`src/rtl/calx_pkg.sv`:
```
package calx_pkg;

  // Values reported on the 2-bit calibration-state field
  typedef enum logic [1:0] {
    CAL_NONE    = 2'b00,
    CAL_FACTORY = 2'b10
  } cal_state_e;

endpackage

```
`src/rtl/calx_clkdiv.sv`:
```
// Free-running step-enable generator: one pulse every 2^(N_MAX - sel) clocks
module calx_clkdiv #(
  parameter int N_MAX = 15,
  parameter int SEL_W = 4
) (
  input  logic             clk,
  input  logic             rst_n,
  input  logic [SEL_W-1:0] div_sel,
  output logic             step
);

  logic [N_MAX-1:0] cnt_q;
  logic [N_MAX-1:0] low_mask;
  int               span;

  always_comb begin
    if (int'(div_sel) >= N_MAX) span = 0;
    else                        span = N_MAX - int'(div_sel);
    for (int b = 0; b < N_MAX; b++) low_mask[b] = (b < span);
  end

  // step fires when all bits under the mask are ones
  assign step = &(cnt_q | ~low_mask);

  always_ff @(posedge clk) begin
    if (!rst_n) cnt_q <= '0;
    else        cnt_q <= cnt_q + 1'b1;
  end

endmodule

```
`src/rtl/calx_walker.sv`:
```
// Address walker: issues factory reads on step, forwards data to static writes
module calx_walker #(
  parameter int ADDR_W = 6,
  parameter int DATA_W = 6
) (
  input  logic              clk,
  input  logic              rst_n,
  input  logic              start,
  input  logic              busy,
  input  logic              step,
  output logic              rd_en,
  output logic [ADDR_W-1:0] rd_addr,
  input  logic [DATA_W-1:0] rd_data,
  output logic              wr_en,
  output logic [ADDR_W-1:0] wr_addr,
  output logic [DATA_W-1:0] wr_data,
  output logic              last_wr
);

  localparam logic [ADDR_W-1:0] LAST = {ADDR_W{1'b1}};

  logic [ADDR_W-1:0] addr_q;
  logic              issued_all_q;
  logic              pend_q;
  logic [ADDR_W-1:0] pend_addr_q;

  assign rd_en   = busy && step && !issued_all_q;
  assign rd_addr = addr_q;

  always_ff @(posedge clk) begin
    if (!rst_n) begin
      addr_q       <= '0;
      issued_all_q <= 1'b0;
      pend_q       <= 1'b0;
      pend_addr_q  <= '0;
    end else begin
      if (start) begin
        addr_q       <= '0;
        issued_all_q <= 1'b0;
      end else if (rd_en) begin
        addr_q <= addr_q + 1'b1;
        if (addr_q == LAST) issued_all_q <= 1'b1;
      end
      pend_q      <= rd_en;
      pend_addr_q <= addr_q;
    end
  end

  // one-cycle read latency: data arrives with the pending slot
  assign wr_en   = pend_q;
  assign wr_addr = pend_addr_q;
  assign wr_data = rd_data;
  assign last_wr = pend_q && (pend_addr_q == LAST);

endmodule

```
`src/rtl/calx_status.sv`:
```
// Request / done / calibration-state bookkeeping
module calx_status
  import calx_pkg::*;
(
  input  logic       clk,
  input  logic       rst_n,
  input  logic       req_set,
  input  logic       last_wr,
  output logic       start,
  output logic       busy,
  output logic       done,
  output logic [1:0] cal_state
);

  logic       req_q;
  logic       done_q;
  cal_state_e cal_q;

  assign start = req_set && !req_q;

  always_ff @(posedge clk) begin
    if (!rst_n) begin
      req_q  <= 1'b1;   // copy after reset runs without software action
      done_q <= 1'b0;
      cal_q  <= CAL_NONE;
    end else if (last_wr) begin
      req_q  <= 1'b0;
      done_q <= 1'b1;
      cal_q  <= CAL_FACTORY;
    end else if (start) begin
      req_q  <= 1'b1;
      done_q <= 1'b0;
      cal_q  <= CAL_NONE;
    end
  end

  assign busy      = req_q;
  assign done      = done_q;
  assign cal_state = cal_q;

endmodule

```
`src/rtl/calx_seq_top.sv`:
```
module calx_seq_top #(
  parameter int ADDR_W = 6,
  parameter int DATA_W = 6,
  parameter int N_MAX  = 15,
  parameter int SEL_W  = 4
) (
  input  logic              clk,
  input  logic              rst_n,
  input  logic              xfer_req_set,
  input  logic [SEL_W-1:0]  div_sel,
  output logic              fmem_rd_en,
  output logic [ADDR_W-1:0] fmem_addr,
  input  logic [DATA_W-1:0] fmem_rd_data,
  output logic              smem_wr_en,
  output logic [ADDR_W-1:0] smem_addr,
  output logic [DATA_W-1:0] smem_wr_data,
  output logic              xfer_req,
  output logic              xfer_done,
  output logic [1:0]        cal_state
);

  logic step;
  logic start;
  logic busy;
  logic last_wr;

  calx_clkdiv #(.N_MAX(N_MAX), .SEL_W(SEL_W)) u_div (
    .clk     (clk),
    .rst_n   (rst_n),
    .div_sel (div_sel),
    .step    (step)
  );

  calx_walker #(.ADDR_W(ADDR_W), .DATA_W(DATA_W)) u_walk (
    .clk     (clk),
    .rst_n   (rst_n),
    .start   (start),
    .busy    (busy),
    .step    (step),
    .rd_en   (fmem_rd_en),
    .rd_addr (fmem_addr),
    .rd_data (fmem_rd_data),
    .wr_en   (smem_wr_en),
    .wr_addr (smem_addr),
    .wr_data (smem_wr_data),
    .last_wr (last_wr)
  );

  calx_status u_stat (
    .clk       (clk),
    .rst_n     (rst_n),
    .req_set   (xfer_req_set),
    .last_wr   (last_wr),
    .start     (start),
    .busy      (busy),
    .done      (xfer_done),
    .cal_state (cal_state)
  );

  assign xfer_req = busy;

endmodule

```
`config.mk`:
```
export PLATFORM = sky130hd
export DESIGN_NAME = calx_seq_top
export DESIGN_NICKNAME = d
export VERILOG_FILES = /design/src/rtl/calx_pkg.sv /design/src/rtl/calx_clkdiv.sv /design/src/rtl/calx_walker.sv /design/src/rtl/calx_status.sv /design/src/rtl/calx_seq_top.sv
export SDC_FILE = /design/constraint.sdc
export NUM_CORES = 1
export LEC_CHECK = 0
export ABC_AREA = 1
export ABC_CLOCK_PERIOD_IN_PS = 2300
export BUFFER_PORTS_ARGS = -buffer_cell sky130_fd_sc_hd__buf_4
export CORE_AREA = 2 2 56 71
export CTS_CLUSTER_DIAMETER = 120
export DETAILED_ROUTE_END_ITERATION = 8
export DIE_AREA = 0 0 58 73
export PLACE_DENSITY = 0.72
export REMOVE_ABC_BUFFERS = 1
export SKIP_LAST_GASP = 1
export SLEW_MARGIN = 0
export SYNTH_ARGS = -nofsm -noshare
export SYNTH_HDL_FRONTEND = slang
export SYNTH_SLANG_ARGS = --single-unit
```
`constraint.sdc`:
```
create_clock -name clk -period 2.3 [get_ports clk]
set_input_delay 0 -clock clk [delete_from_list [all_inputs] [get_ports clk]]
set_output_delay 0 -clock clk [all_outputs]
set_load 0.1 [all_outputs]
```
Word-level counts from Yosys, hierarchy flattened --
Cells that the tools add are included.
Storage, ports and cells: register bits 32, bits in latches 0, memory bits (writable) 0, ROM bits 0, bits of input ports 13, output and inout port bits 24, logic and storage cells 49, memories kept 0
Cells by class: add/sub/neg operators 3, multipliers 0, divide/modulo/power cells 0, order comparisons 16, equality and inequality tests 2, shift operators 0, multiplexer cells 7, bitwise gates (word level) 3, reduce and logical (&&, ||, !) cells 10
Operators by type and width (count):
- less-than comparator 5 x 32 -> 1 bit (first input constant) | 7
- less-than comparator 4 x 32 -> 1 bit (first input constant) | 4
- less-than comparator 3 x 32 -> 1 bit (first input constant) | 2
- less-than comparator 1 x 32 -> 1 bit (first input constant) | 1
- less-than comparator 2 x 32 -> 1 bit (first input constant) | 1
- 2-to-1 mux 32 bit | 1
- adder 15 x 1 -> 15 bit (second input constant) | 1
- inverter 15 bit | 1
- OR 15 bit | 1
- AND reduction 15 bit | 1
- equality test 6 bit (second input constant) | 2
- adder 6 x 1 -> 6 bit (second input constant) | 1
- subtractor 4 x 4 -> 5 bit (first input constant) | 1
- >= comparator 4 bit (second input constant) | 1
- logical AND 1 bit | 4
- 2-to-1 mux 1 bit | 4
- 2-to-1 mux 2 bit | 2
- logical NOT 1 bit | 2
- AND reduction 2 bit | 1
- nonzero test 2 bit | 1
- OR reduction 2 bit | 1
- inverter 1 bit | 1

Depth between registers and ports, before layout --
Gate-level depths: netlist (run 1).
word-level depth 9, mapped depth 12, mapped depth without buffers 12

Cells and area by module --
From an unflattened synthesis (run 1), not the netlist that was laid out.
Second synthesis, totals: cell total of the unflattened synthesis 234, area total of the unflattened synthesis 1621.6 um^2
Modules (own cells, without submodules):
- calx_clkdiv | times used 1, cells an instance 139, area each 882.1 um^2, seq. area each 300.3 um^2
- calx_walker | times used 1, cells an instance 81, area each 635.6 um^2, seq. area each 280.3 um^2
- calx_status | times used 1, cells an instance 14, area each 103.8 um^2, seq. area each 40.0 um^2

Worst setup path before layout (run 1) --
Ideal clock, no wire load.
path kind register -> output, from register u_stat.req_q, in the netlist u_stat.busy, to output port fmem_rd_en, arrival 2190 ps, data required time 2300 ps, slack 110 ps, cell stages (with the launch flop) 7, buffers on the path 0, cells stage by stage dfxtp_1 nand2_1 a21oi_1 o21ai_1 nor2_4 nand2_4 inv_1
Between the ends: longest elaborated chain between the ends 2
RTL lines:
- start, declared | line calx_status.sv:15 | logic req_q;
- start signal, assigned | line calx_status.sv:23 | req_q <= 1'b1;
- start signal, assigned | line calx_status.sv:27 | req_q <= 1'b0;
- start signal, assigned | line calx_status.sv:31 | req_q <= 1'b1;
- logical AND 1 bit (2 in series) | line calx_walker.sv:27 | assign rd_en = busy && step && !issued_all_q;
- end, declared | line calx_seq_top.sv:11 | output logic fmem_rd_en,
No other way between the ends.

Worst setup path after layout (run 1) --
from register u_div.cnt_q[2], to output port fmem_rd_en
Between the ends: longest elaborated chain between the ends 4
RTL lines:
- start, declared | line calx_clkdiv.sv:12 | logic [N_MAX-1:0] cnt_q;
- start signal, assigned | line calx_clkdiv.sv:27 | else cnt_q <= cnt_q + 1'b1;
- OR 15 bit | line calx_clkdiv.sv:23 | assign step = &(cnt_q | ~low_mask);
- AND reduction 15 bit | line calx_clkdiv.sv:23
- logical AND 1 bit (2 in series) | line calx_walker.sv:27
No other way between the ends.

==> results of run 1 <==
-- final cells by class --
cell class / instances / share of cell area, %
multi-input cells: 138 / 39.4
inverters: 36 / 7.62
clock inverters: 1 / 0.282
well taps: 40 / 2.82
clock buffers: 6 / 4.65
flip-flops and latches: 31 / 35.0
repair buffers: 24 / 10.3
-- critical path, delay by kind of cell, from the launching register on --
| kind | cells | cell delay [ns] |
|---|---|---|
| buffers and inverters | 2 | 0.35 |
| and+or+nand+nor | 3 | 0.44 |
| DFF | 1 | 0.39 |
| AOI/OAI and AO/OA | 2 | 0.25 |
-- flip-flops by register name (all words and copies together), names as in the netlist --
signal               cells
u_stat.busy              1
u_div.cnt_q             15
u_walk.rd_addr           6
u_walk.issued_all_q      1
u_walk.wr_en             1
u_walk.wr_addr           6
u_stat.cal_state         1
-- report_power, final --
part	switching (uW)	internal, uW
sequential	4.34	542
combinational	44.2	21.7
clock	196	234
-- per-layer routing --
| layer | track usage (%) | up-vias | share of wire, % |
|---|---|---|---|
| li1 | - | 701 | - |
| met1 | 18.0 | 597 | 42 |
| met2 | 27.7 | 34 | 51 |
| met3 | 6.21 | 7 | 4.5 |
| met4 | 8.53 | 0 | 2.1 |
| met5 | 0 | - | 0 |
-- cells in the final DEF (no fill, tap or decap), drive strengths merged --
cell type and n:
ha 2, conb 1, a31oi 1, o21a 2, nor3 5, nand4 3
nand2 52, inv 36, xnor2 1, o31a 1, buf 23, clkbuf 6
o21ai 5, clkinv 1, a21oi 15, xor2 4, dlygate4sd3 1, nor2 27
nand3 17, a211oi 1, dfxtp 31, nor3b 1
-- what timing repair did --
| action | in CTS | in global routing |
|---|---|---|
| buffers inserted | 0 | 0 |
| hold endpoints to repair | 1 | 0 |
| endpoints found under the setup margin | 0 | 0 |
| hold buffers | 1 | 0 |
-- how the worst max path moves through the flow --
stage                              start                         end  cells past startpoint  slack (ns)
6_report       u_div.cnt_q[2]$_SDFF_PN0_                  fmem_rd_en                      7        0.58
3_3_place_gp   u_div.cnt_q[0]$_SDFF_PN0_  u_div.cnt_q[14]$_SDFF_PN0_                     10        0.86
5_1_grt        u_div.cnt_q[2]$_SDFF_PN0_                  fmem_rd_en                      7        0.44
4_1_cts        u_div.cnt_q[2]$_SDFF_PN0_                  fmem_rd_en                      7        0.55
2_1_floorplan   u_stat.busy$_SDFFE_PN1P_                  fmem_rd_en                      6        0.11
3_5_place_dp   u_div.cnt_q[0]$_SDFF_PN0_  u_div.cnt_q[14]$_SDFF_PN0_                     10        0.83
-- logic make-up after synthesis --
logic type               synth area share (%)
AO/OA/AOI/OAI                            9.05
XOR/XNOR                                 2.88
adder cells (fa/ha/maj)                  1.64
buffers and inverters                    13.3
flip-flops                               40.8
other                                   0.246
AND/OR/NAND/NOR                          32.1
-- metrics by stage --
| stage | instance area [sq um] | utilization [%] | hold slack [ns] | power, uW | std cells |
|---|---|---|---|---|---|
| detailed placement | 1680 | 46.2 | 0.000970 | 622 | 268 |
| global placement | 1680 | 46.2 | 0.000970 | 621 | 268 |
| CTS | 1770 | 48.9 | 0.000970 | 1060 | 276 |
| global route | 1770 | 48.9 | 0.000642 | 1080 | 276 |
| finish | 1770 | 48.9 | 0.000669 | 1040 | 276 |
| floorplan | 1450 | - | 0 | 599 | 205 |
==> summary by stage, run 1 <==
Logic synthesis
The count of flip-flops with a built-in enable after synthesis is 0. The biggest area contributor in the post-synthesis netlist is sky130_fd_sc_hd__dfxtp_1. The number of warnings issued by yosys is 0. Sorting the synthesized cells by how often they occur yields 45 x sky130_fd_sc_hd__nand2_1, 34 x sky130_fd_sc_hd__inv_1, 31 x sky130_fd_sc_hd__dfxtp_1. The cell with the most instances after synthesis is sky130_fd_sc_hd__nand2_1.

Counting flops with an async set or reset pin after synthesis yields a share of 0%. In this run the mean area of a mapped cell was 7.08 sq um. In the post-synthesis netlist, the biggest area contributors are sky130_fd_sc_hd__dfxtp_1 41%, sky130_fd_sc_hd__nand2_1 11%, sky130_fd_sc_hd__inv_1 8.4%.

The fraction of the yosys area taken by sequential cells is 40.8%. The prevailing post-synth register cell is sky130_fd_sc_hd__dfxtp_1. The fraction of post-synthesis cell area in the top cell type by area is 40.8%.

The number of distinct standard cells referenced by the synthesized netlist is 27. The number of cells produced by synthesis is 215. Counting flops and latches in the post-synthesis netlist gives 31. The post-synthesis cell area is 1520 sq um.

Worst setup path
The critical path goes through nand2_1 > a21oi_1 > o21ai_1 > nor2_4 > nand2_4 > inv_1 > buf_4. The register-to-register setup slack is 0.82 ns. The critical-path cell with the highest stage delay is sky130_fd_sc_hd__dfxtp_1. STA puts the critical path data arrival time at 1.72 ns.

The reg-to-reg endpoint is u_div.cnt_q[14]$_SDFF_PN0_. The critical-path maximum fanout is 9. The worst setup path category is reg2out. The worst setup path is launched from a flip-flop. The peak per-stage delay on the critical path is 0.39 ns. The type of element capturing the critical path is an output port.

In this run the critical register-to-register path is launched from u_div.cnt_q[0]$_SDFF_PN0_. The required time of the critical path is 2.30 ns. The number of cells on the worst reg-to-reg path is 11.

Clocking
The root buffer selected by CTS is sky130_fd_sc_hd__clkbuf_8. The CTS tree is yes. The clock slew at the register clock pins of the worst setup and hold paths is 0.06 ns. The clock reaches the later pin of the worst-skew pair after 0.28 ns. TritonCTS created 5 clock buffers. Gates resized during post-CTS repair numbered 0. CTS built an H-tree with a depth of 2.

The clock tree buffer depth is 2. Clock tree synthesis found a total of 31 sinks.

Global routing
The via count of the first global-routing pass is 1255. The global-route wire length before repair is 5300 um. The overall overflow remaining after global route is 0. The number of antenna violations at the first check in global routing is 0. The maximum number of pins on one net before global-route repair is 15. Global routing used 16.5% of the available tracks across all layers.

Min path
For hold timing, the worst endpoint is smem_wr_data[0]. The tightest min-delay check is of the in2out type. The start point of the worst hold path is fmem_rd_data[0]. The worst hold path cell count is 0.

Die
After floorplanning, the core was sized to cover 3630 sq um. The die is 73 um tall. After floorplanning, the core was divided into 25 placement rows. The boundary pin count is 37. The floorplan step defined a die boundary enclosing 4230 sq um. The initial standard-cell utilization of the core is 41.9%. The width of the chip is 58 um.

Timing
In the finished design, the share of the clock period the worst path needs comes to 74.9%. The max-slew violation count was 0. The worst path meets setup with 0.576 ns of slack.

Setup violations remaining at the end of the flow were counted as 0. The smallest clock period supported by the final layout is computed as 1.72 ns. The final hold violation count is 0.

In the final timing run, aggregate negative setup slack is 0 ns. The highest achievable clock rate is 580 MHz. The setup skew after layout is 0.00337 ns. Setup repair after global routing left no endpoint under its margin.

Cells and area
The net count of the finished layout is 251. The sequential cells in the finished layout cover a total of 621 sq um. The filler cells instantiated in the layout total 356.

The area used by multi-input combinational logic is 698 sq um. The fraction of layout instances using a drive strength above 1 is 19.5%. The area growth from synthesis to layout is 16.6%. The repair_antennas step left the layout with diodes totalling 0.

Detailed routing
The via total after detailed routing is 1339. Dividing the detail-routed wire length by the instance count gives 11.2 um. The first detailed-routing pass ran for 4 iterations. The first routing iteration left 35 violations. Wires add up to 3100 um.

In this run the remaining antenna-violating nets after routing total 0. The number of DRC violations after detailed routing is 0. The routed via count divided by cell count is 4.85.

Place
Input and output buffers added on the ports amount to 23. The post-DP HPWL is 2320 um. The weighted congestion at the end of routability-driven global placement is 0.797.

The worst-case setup slack after placement is 0.830 ns.

Power and ir drop
The power per unit of standard cell area is 587 nW/um^2. The worst IR drop on VDD is 314 uV. The static power due to leakage is 0.000841 uW.

Run status
The flow ran to the end, and the final reports show no timing, DRC or antenna violations.

Run
Across the run, the number of max-cap violations was 0.
Note: power is estimated with default switching activity, not from simulation.
==> run 2, diff against run 1 <==
- ABC_CLOCK_PERIOD_IN_PS: 2300 -> 1800
- clock period: 2.3 -> 1.8 ns (I/O delays scaled with it)
==> summary by stage, run 2 (synthesis results as in run 1) <==
Worst setup path
The critical path data arrival time is 1.64 ns. The worst setup path is launched from a flip-flop. The type of element capturing the critical path is an output port. The first element of the critical path is u_div.cnt_q[10]$_SDFF_PN0_. At the worst endpoint, the required time is 1.80 ns. The beginning of the worst register-to-register path is u_div.cnt_q[0]$_SDFF_PN0_. The critical-path maximum fanout is 9. The critical path is of the reg2out type.

Cells and area
The number of inserted diodes is 0. The number of flip-flops in the largest register is 15. The area growth from synthesis to layout is 17.1%. The net count of the finished layout is 252. The fraction of layout instances using a drive strength above 1 is 20.2%.

The register with the highest flop count is u_div.cnt_q. In the layout the commonest cells are 45 x sky130_fd_sc_hd__nand2_1, 34 x sky130_fd_sc_hd__inv_1, 31 x sky130_fd_sc_hd__dfxtp_1. The most common cell after layout, fill and taps aside is sky130_fd_sc_hd__nand2_1.

Min path
The path class of the lowest-slack min-delay path is in2out. The startpoint identified for the worst hold timing path is fmem_rd_data[0].

Global routing
The first global-routing pass estimated 5270 um of wire. The maximum number of pins on one net before global-route repair is 15. The number of antenna violations at the first check in global routing came to 0. The via count of the first global-routing pass came to 1259.

The global routing usage summed across all routing layers is 16.4%. Global routing finished with a remaining overflow of 0.

Timing
Setup repair after global routing left no endpoint under its margin. The highest achievable clock rate is 610 MHz. The final critical-path required period is 1.64 ns. The total setup violations reported at the end of the flow is 0.

Final hold analysis gives a worst-case slack of 0.000669 ns. The final critical path takes up 91.1% of the cycle. The setup skew after layout is 0.00631 ns. The final hold violation count was 0. The max-slew violation count came to 0.

Die
The standard cell core area is 3630 sq um. The cell row count is 25. The width of the chip is 58 um. The boundary pin count is 37. Once the floorplan was initialized, standard cells occupied 41.9% of the core. The floorplan step defined a die boundary enclosing 4230 sq um.

In this run the vertical extent of the chip is 73 um.

Detailed routing
The final layout contains routed wiring with a total length of 3050 um. The first detailed-routing pass took 4 iterations. After detailed routing, the number of remaining DRC violations is 0. Detailed routing inserted a total of 1324 vias. Dividing the detail-routed via count by the number of cells gives 4.76. In this run, the number of DRC markers left after iteration 0 of detailed routing was 29. The average routed wire per standard cell is 11.0 um.

The count of nets left with antenna violations once routing finished came out at 0.

Place
The number of buffers inserted by port buffering is 23. The post-DP HPWL is 2340 um. The weighted congestion at the end of routability-driven global placement is 0.754.

Power and ir drop
The static power due to leakage is 0.000848 uW. Dividing total power by cell area gives a power density of 728 nW/um^2. The design draws 1300 uW. The worst IR drop on VDD is 588 uV.

Clocking
CTS saw 31 sinks. Clock-pin slew was measured on the worst setup and hold paths at 0.06 ns. The post-CTS setup buffer count is 0. Buffers inserted during clock tree synthesis total 5. The root buffer selected by CTS is sky130_fd_sc_hd__clkbuf_8. The number of H-tree branching levels is 2. TritonCTS built the clock tree. The clock tree buffer depth is 2.

For the worst-skew pair, the clock arrives at the later sink with an insertion delay of 0.28 ns.

Run status
The run finished with clean final reports.

Run
Max-cap violations in this run came to 0.
-- run 2: area by class of cell --
| class | count | area, sq um |
|---|---|---|
| fillers | 377 | 1850 |
| clock buffers | 5 | 68.8 |
| well taps | 40 | 50.0 |
| inverters | 36 | 135 |
| clock inverters | 3 | 15.0 |
| flip-flops and latches | 31 | 621 |
| repair buffers | 25 | 194 |
| multi-input cells | 138 | 698 |
-- run 2: metal layers --
| layer | track usage (%) | wire [um] | vias to the layer above |
|---|---|---|---|
| met5 | 0 | 0 | - |
| met4 | 9.56 | 62 | 0 |
| met1 | 17.0 | 1260 | 584 |
| li1 | - | - | 707 |
| met2 | 29.2 | 1610 | 26 |
| met3 | 4.26 | 106 | 7 |
-- run 2: path summary, 6_finish.rpt --
path                                                         end  cells past startpoint  slack (ns)
worst min-delay path                             smem_wr_data[0]                      0      0.0007
worst max register to register        u_div.cnt_q[10]$_SDFF_PN0_                     10        0.38
worst max-delay path                                  fmem_rd_en                      9        0.16
worst min register to register  u_walk.issued_all_q$_SDFFE_PP0P_                      2        0.46
-- run 2: what timing repair did --
item	4_1_cts	5_1_grt
hold buffers	1	0
endpoints found under the setup margin	0	1
endpoints found under the hold margin	1	0
gates resized for setup	0	1
-- run 2: critical path: stages (launching register included) --
cell and delay (ns):
sky130_fd_sc_hd__dfxtp_1 0.36, sky130_fd_sc_hd__nand2_1 0.13, sky130_fd_sc_hd__nor2_1 0.13, sky130_fd_sc_hd__nand2_1 0.06
sky130_fd_sc_hd__nand2_1 0.07, sky130_fd_sc_hd__nand3_2 0.09, sky130_fd_sc_hd__nand2_4 0.12, sky130_fd_sc_hd__nand2_4 0.10
sky130_fd_sc_hd__inv_1 0.08, sky130_fd_sc_hd__buf_6 0.22
-- run 2: metrics by stage --
step | TNS [ns] | cell area (sq um) | setup WS [ns] | cells | utilization, %
global placement | 0 | 1680 | 0.418 | 269 | 46.4
detailed placement | 0 | 1680 | 0.381 | 269 | 46.4
finish | 0 | 1780 | 0.160 | 278 | 49.1
global route | 0 | 1780 | 0.0195 | 278 | 49.1
CTS | 0 | 1780 | 0.0976 | 278 | 49.0
floorplan | -0.742 | 1450 | -0.390 | 205 | -
-- run 2: where the power goes --
group | switching (uW) | internal, uW | leakage, uW | total, uW
clock | 254 | 264 | 0.0000477 | 518
combinational | 54.8 | 27.9 | 0.000550 | 82.6
sequential | 5.45 | 692 | 0.000250 | 697
total | 314 | 984 | 0.000848 | 1300
